File: config.mk
export PLATFORM = sky130hd
export DESIGN_NAME = dmode_stage
export DESIGN_NICKNAME = d
export VERILOG_FILES = /design/src/rtl/dms_pkg.sv /design/src/rtl/dms_handshake.sv /design/src/rtl/dms_mode_gate.sv /design/src/rtl/dms_data_reg.sv /design/src/rtl/dms_upd_counter.sv /design/src/rtl/dmode_stage.sv
export SDC_FILE = /design/constraint.sdc
export NUM_CORES = 1
export LEC_CHECK = 0
export CAP_MARGIN = 20
export CORE_MARGIN = 5
export CORE_UTILIZATION = 30
export CTS_BUF_LIST = sky130_fd_sc_hd__clkbuf_16
export DETAILED_ROUTE_END_ITERATION = 8
export GPL_ROUTABILITY_DRIVEN = 0
export HOLD_SLACK_MARGIN = 0.03
export PLACE_DENSITY = 0.62
export SLEW_MARGIN = 20
export SYNTH_ARGS = -nofsm -noshare
export SYNTH_HDL_FRONTEND = slang
export SYNTH_SLANG_ARGS = --single-unit
File: constraint.sdc
create_clock -name clk -period 2.2 [get_ports clk]
set_input_delay 0.22 -clock clk [delete_from_list [all_inputs] [get_ports clk]]
set_output_delay 0.22 -clock clk [all_outputs]
set_load 0.05 [all_outputs]
File: src/rtl/dms_pkg.sv
package dms_pkg;
  typedef enum logic {
    MODE_OPEN = 1'b0,
    MODE_HOLD = 1'b1
  } lmode_e;
endpackage

File: src/rtl/dms_handshake.sv
module dms_handshake (
  input  logic clk,
  input  logic rst,
  input  logic in_valid,
  input  logic out_ready,
  output logic in_ready,
  output logic load_tok,
  output logic full
);
  assign in_ready = !full || out_ready;
  assign load_tok = in_valid && in_ready;

  always_ff @(posedge clk) begin
    if (rst) begin
      full <= 1'b0;
    end else if (load_tok) begin
      full <= 1'b1;
    end else if (out_ready) begin
      full <= 1'b0;
    end
  end


  stall_keep_chk: assert property (@(posedge clk) disable iff (rst)
    (full && !out_ready) |=> full);


  empty_ready_chk: assert property (@(posedge clk) disable iff (rst)
    !full |-> in_ready);
endmodule

File: src/rtl/dms_mode_gate.sv
module dms_mode_gate
  import dms_pkg::*;
(
  input  logic   clk,
  input  logic   rst,
  input  logic   mode_req,
  input  logic   full,
  input  logic   in_valid,
  output lmode_e mode_act
);
  logic safe_pt;
  assign safe_pt = !full && !in_valid;

  always_ff @(posedge clk) begin
    if (rst) begin
      mode_act <= MODE_HOLD;
    end else if (safe_pt) begin
      mode_act <= lmode_e'(mode_req);
    end
  end


  mode_safe_chk: assert property (@(posedge clk) disable iff (rst)
    (full || in_valid) |=> $stable(mode_act));
endmodule

File: src/rtl/dms_data_reg.sv
module dms_data_reg
  import dms_pkg::*;
#(
  parameter int DATA_W = 8
) (
  input  logic              clk,
  input  logic              rst,
  input  lmode_e            mode_act,
  input  logic              full,
  input  logic              load_tok,
  input  logic [DATA_W-1:0] in_data,
  output logic [DATA_W-1:0] q,
  output logic              changed
);
  logic [DATA_W-1:0] q_nxt;

  always_comb begin
    if (load_tok) begin
      q_nxt = in_data;
    end else if (!full && mode_act == MODE_OPEN) begin
      q_nxt = in_data;
    end else begin
      q_nxt = q;
    end
  end

  assign changed = (q_nxt != q);

  always_ff @(posedge clk) begin
    if (rst) begin
      q <= '0;
    end else begin
      q <= q_nxt;
    end
  end


  hold_idle_chk: assert property (@(posedge clk) disable iff (rst)
    (!full && !load_tok && mode_act == MODE_HOLD) |=> $stable(q));


  full_keep_chk: assert property (@(posedge clk) disable iff (rst)
    (full && !load_tok) |=> $stable(q));
endmodule

File: src/rtl/dms_upd_counter.sv
module dms_upd_counter #(
  parameter int CNT_W = 16
) (
  input  logic             clk,
  input  logic             rst,
  input  logic             changed,
  output logic [CNT_W-1:0] cnt
);
  always_ff @(posedge clk) begin
    if (rst) begin
      cnt <= '0;
    end else if (changed) begin
      cnt <= cnt + CNT_W'(1);
    end
  end
endmodule

File: src/rtl/dmode_stage.sv
module dmode_stage
  import dms_pkg::*;
#(
  parameter int DATA_W = 8,
  parameter int CNT_W  = 16
) (
  input  logic              clk,
  input  logic              rst,
  input  logic              mode_req,
  input  logic              in_valid,
  input  logic [DATA_W-1:0] in_data,
  output logic              in_ready,
  output logic              out_valid,
  output logic [DATA_W-1:0] out_data,
  input  logic              out_ready,
  output logic              mode_active,
  output logic [CNT_W-1:0]  upd_count
);
  logic   full;
  logic   load_tok;
  logic   changed;
  lmode_e mode_act;

  dms_handshake u_hs (
    .clk      (clk),
    .rst      (rst),
    .in_valid (in_valid),
    .out_ready(out_ready),
    .in_ready (in_ready),
    .load_tok (load_tok),
    .full     (full)
  );

  dms_mode_gate u_mode (
    .clk     (clk),
    .rst     (rst),
    .mode_req(mode_req),
    .full    (full),
    .in_valid(in_valid),
    .mode_act(mode_act)
  );

  dms_data_reg #(.DATA_W(DATA_W)) u_reg (
    .clk     (clk),
    .rst     (rst),
    .mode_act(mode_act),
    .full    (full),
    .load_tok(load_tok),
    .in_data (in_data),
    .q       (out_data),
    .changed (changed)
  );

  dms_upd_counter #(.CNT_W(CNT_W)) u_cnt (
    .clk    (clk),
    .rst    (rst),
    .changed(changed),
    .cnt    (upd_count)
  );

  assign out_valid   = full;
  assign mode_active = mode_act;


  xfer_chk: assert property (@(posedge clk) disable iff (rst)
    (in_valid && in_ready) |=> (out_valid && out_data == $past(in_data)));


  cnt_step_chk: assert property (@(posedge clk) disable iff (rst)
    !$stable(out_data) |-> (upd_count == $past(upd_count) + CNT_W'(1)));


  cnt_still_chk: assert property (@(posedge clk) disable iff (rst)
    $stable(out_data) |-> $stable(upd_count));
endmodule

## Word level (Yosys, flattened, before mapping)

Cells that the tools add are included.

| storage, ports and cells | value |
|---|---|
| flip-flop bits (word level) | 26 |
| input bits | 13 |
| logic and storage cells | 18 |

| cells by class | value |
|---|---|
| add/sub/neg operators | 1 |
| equality and inequality tests | 1 |
| muxes and demuxes | 4 |
| bitwise logic cells | 1 |
| reduce and logical (&&, ||, !) cells | 7 |

Operator list:

| cell | number |
|---|---|
| $add 16x1->16 const B | 1 |
| $mux 8 | 2 |
| $ne 8x8->1 | 1 |
| $logic_and 1x1->1 | 3 |
| $logic_not 1->1 | 2 |
| $mux 1 | 2 |
| $reduce_bool 2->1 | 1 |
| $logic_or 1x1->1 | 1 |
| $not 1->1 | 1 |

## Logic depth before layout (Yosys ltp)

| logic depth | value |
|---|---|
| word-level depth | 5 |
| depth in mapped cells | 7 |
| mapped depth without buffers | 5 |

## Cells and area by module

A second synthesis with hierarchy kept.

| second synthesis, totals | value |
|---|---|
| cells, all modules | 139 |
| area total of the unflattened synthesis | 1248.7 µm² |

Modules (own cells, without submodules):

| module | instances | cells an instance | area each (µm²) | seq. area each (µm²) |
|---|---|---|---|---|
| dms_upd_counter | 1 | 83 | 757.0 | 320.3 |
| dms_data_reg | 1 | 47 | 396.6 | 160.2 |
| dms_handshake | 1 | 5 | 55.1 | 20.0 |
| dms_mode_gate | 1 | 4 | 40.0 | 20.0 |

## Worst setup path after synthesis

OpenSTA, ideal clock, no wires.

| path | value |
|---|---|
| path kind | flip-flop to flip-flop |
| start point | register u_cnt.cnt[7] |
| end point | register u_cnt.cnt[14] |
| setup time | 70 ps |
| arrival | 1911 ps |
| required time | 2130 ps |
| slack | 219 ps |
| cell stages (with the launch flop) | 6 |
| buffers on the path | 0 |
| path through | dfxtp_1 > and3_1 > and3_4 > nand3_2 > or4_1 > a21oi_1 |

| on the way | value |
|---|---|
| cells in the longest elaborated chain, start to end | 1 |

RTL lines:

| element | line | RTL |
|---|---|---|
| start, declared | dms_upd_counter.sv:7 | `output logic [CNT_W-1:0] cnt` |
| start signal, assigned | dms_upd_counter.sv:13 | `cnt <= cnt + CNT_W'(1);` |
| $add 16x1->16 | dms_upd_counter.sv:13 |  |

Every way passes these cells.
A chain may end at the register's enable or synchronous reset.

## Worst setup path after layout

| path | value |
|---|---|
| start point | input port in_valid |
| end point | register u_cnt.cnt[9] |

| on the way | value |
|---|---|
| cells in the longest elaborated chain, start to end | 3 |

RTL lines:

| element | line | RTL |
|---|---|---|
| start, declared | dmode_stage.sv:10 | `input logic in_valid,` |
| $logic_and 1x1->1 | dms_handshake.sv:11 | `assign load_tok = in_valid && in_ready;` |
| $mux 8 | dms_data_reg.sv:18 | `if (load_tok) begin` |
| $ne 8x8->1 | dms_data_reg.sv:27 | `assign changed = (q_nxt != q);` |

Every way passes these cells.

==> flow_summary.json <==
{
  "status": "complete, no violations",
  "synth_mux_area_frac": 0.01687,
  "synthMostInstantiatedCell": "dfxtp_1",
  "wl_per_cell_um": 13.08,
  "start_util": 0.3130,
  "slew_headroom": 0.6589,
  "wl_met3_um": 204,
  "fin_crit_sh": 0.8362,
  "fin_nets": 203,
  "synth_compound_area_frac": 0.1845,
  "first_global_vias": 1128,
  "setup_viol": 0,
  "yosys-top-cells-count": "dfxtp_1 (26), a21oi_1 (23), nand2_1 (22), o31ai_1 (8), xor2_1 (8)",
  "dpl.hpwl_um": 2384,
  "ys.warnings.count": 0,
  "leakage_nw": 0.6335,
  "clockPowerShare": 0.349,
  "reg2reg_from": "u_cnt.cnt[2]",
  "synthAdderAreaFrac": 0.009921,
  "grt_usage": 0.1165,
  "ys_seq_elements": 26,
  "wl_met2_um": 1458,
  "fin_crit_ps": 1840,
  "syn_to_final_growth_pct": 42.16,
  "path_cells": "clkdlybuf4s50_1 -> nand2_1 -> a21oi_1 -> nand4_1 -> or4_1 -> a21oi_1",
  "synth_cells": 148,
  "core_um2": 4029,
  "hp-class": "flop to flop",
  "p_comb_frac": 0.201,
  "cts_setup_buffers": 0,
  "postSynth.asyncResetShare": 0,
  "synth_simple_gate_area_frac": 0.2728,
  "die_area_um2": 5601,
  "layout-drive-gt1-share": 0.07447,
  "crit_arrival_ps": 2030,
  "cts-root-buf": "clkbuf_16",
  "hold_violations": 0,
  "yosysTopAreaCellShare": 0.4127,
  "power_switching_mw": 0.3076,
  "grt.overflow.total": 0,
  "endpoint": "u_cnt.cnt[9]",
  "htreeDepth": 1,
  "vias": 1206,
  "ant_nets": 0,
  "cts_buffers": 3,
  "swShare": 0.2728,
  "ys.flop_type": "dfxtp_1",
  "placed_area_um2": 1714,
  "postLayoutCellArea_um2": 1793,
  "drt-met1-wl_um": 1410,
  "diodes": 0,
  "rsz0062_at_grt": "false",
  "core.rowCount": 23,
  "yosys.area.top_type": "dfxtp_1",
  "routed_via_density": 5.067,
  "hold_buffers": 0,
  "grt_pass1_wl_um": 5092,
  "tightest_slew_ps": 510.0,
  "clock_skew_ps": 3.930,
  "grt_start_max_net_pins": 18,
  "cts_buffer_depth": 2,
  "drc": 0,
  "clock_sinks": 26,
  "port_buffers": 39,
  "ys_top_cells_by_area": "dfxtp_1 (41%), a21oi_1 (9.1%), nand2_1 (6.5%)",
  "slowest_delay_ps": 540,
  "insertion_delay_ps": 250,
  "cp-end-kind": "flop",
  "fillCellCount": 406,
  "dr.pass1.iters": 4,
  "cts_tree": "built",
  "synth_nets": 162,
  "die_w_um": 74.84,
  "critPathRequiredTime_ps": 2390,
  "yosysSeqAreaShare": 0.4127,
  "clkTransAtPathRegs_ps": 60,
  "peakVddDrop_uv": 280.5,
  "cp_slowest_cell": "clkdlybuf4s50_1",
  "worstSetupStartpointType": "input pin",
  "pwr_density_cell_nw_per_um2": 628.9,
  "drv_slew": 0,
  "worst_r2r_endpoint": "u_cnt.cnt[14]",
  "r2r_cells": 5,
  "cts_resized": 0,
  "synth-edff-count": 0,
  "syn_area_per_cell_um2": 8.522,
  "drv_cap": 0,
  "fmax_mhz": 543.6,
  "regToRegSetupSlack_ps": 450,
  "synth_top_family_by_area": "simple AND/OR/NAND/NOR gates",
  "p_int_mw": 0.8200,
  "synth_area_um2": 1261,
  "antenna_found_initial": 0,
  "path_common_cell": "a21oi_1",
  "p_seq_frac": 0.451,
  "path_max_fanout": 8,
  "io_pins": 40,
  "die_h_um": 74.84,
  "drtIter0Drc": 58,
  "crit_start": "in_valid",
  "highest_layer": "met4",
  "synth_xor_area_frac": 0.06250,
  "setup_tns_ps": 0,
  "yosysUniqueCellTypes": 33,
  "wl_um": 3112,
  "crit_type": "input pin to flop"
}
==> registers in the layout, indices dropped and copies added, names as in the netlist <==
name / flops
u_cnt.cnt: 16
u_reg.q: 8
u_hs.full: 1
u_mode.mode_act: 1
==> critical path, delay by kind of cell <==
| kind | cells | cell delay, ps |
|---|---|---|
| AO/OA/AOI/OAI | 2 | 360 |
| buffers and inverters | 1 | 540 |
| AND/OR/NAND/NOR | 3 | 900 |
==> routing by layer <==
| metal | GRT usage | vias up |
|---|---|---|
| met3 | 0.03338 | 2 |
| met1 | 0.1469 | 564 |
| li1 | - | 613 |
| met4 | 0.04150 | 0 |
| met5 | 0 | - |
| met2 | 0.1896 | 27 |
==> power groups by stage <==
stage | logic [mW] | clock network, mW | registers [mW]
CTS | 0.228 | 0.403 | 0.508
global route | 0.243 | 0.419 | 0.511
detailed placement | 0.228 | 0 | 0.519
global placement | 0.224 | 0 | 0.518
finish | 0.226 | 0.393 | 0.508
floorplan | 0.0801 | 0 | 0.582
==> per-stage QoR <==
step	hold slack (ps)	setup WS, ps	instances	power, mW	utilization
6_report	480.9	360.4	238	1.128	0.4450
5_1_grt	505.0	152.9	238	1.173	0.4450
4_1_cts	484.5	359.0	238	1.140	0.4450
3_5_place_dp	475.9	94.73	234	0.7467	0.4255
3_3_place_gp	469.4	143.4	234	0.7416	0.4255
2_1_floorplan	344.2	218.5	148	0.6618	-
==> worst min path at each step <==
stage	startpoint	to	slack (ps)	depth (start not counted)
after detailed placement	u_reg.q[2]	u_reg.q[2]	480	2
after global routing	u_reg.q[4]	u_reg.q[4]	500	2
after CTS	u_reg.q[2]	u_reg.q[2]	480	2
after floorplan	mode_req	u_mode.mode_act	340	2
after global placement	u_reg.q[0]	u_reg.q[0]	470	2
final	u_reg.q[2]	u_reg.q[2]	480	2
==> kinds of logic after synthesis <==
| kind of cell | count (synthesis) |
|---|---|
| flip-flops | 26 |
| buffers and inverters | 10 |
| AND/OR/NAND/NOR | 60 |
| adder cells (fa/ha/maj) | 1 |
| multiplexers | 2 |
| AO/OA/AOI/OAI | 40 |
| XOR/XNOR | 9 |
==> cell type report <==
cell class / count / area, um^2 / area share
Multi-Input combinational cell: 112 / 689.4 / 0.3845
Clock buffer: 3 / 75.07 / 0.04187
Sequential cell: 26 / 520.5 / 0.2903
Tap cell: 50 / 62.56 / 0.03489
Timing Repair Buffer: 43 / 430.4 / 0.2401
Inverter: 3 / 11.26 / 0.006281
Clock inverter: 1 / 3.754 / 0.002094
==> cell usage in the layout (no fill, tap or decap), types with 2 or more instances in the layout <==
cell type and instances:
clkdlybuf4s50_1 38, dfxtp_1 26, a21oi_1 23, nand2_1 22
xor2_1 8, o31ai_1 8, or4_1 5, o21ai_0 5
nor2_1 5, nand4_1 4, or3_1 4, buf_4 4
and3_1 3, inv_1 3, nand4b_1 3, clkbuf_16 3
nand2b_1 2, nor2b_1 2, a21o_1 2, nor4_2 2
and2_1 2, nand3_1 2
Note: power is estimated with default switching activity, not from simulation.
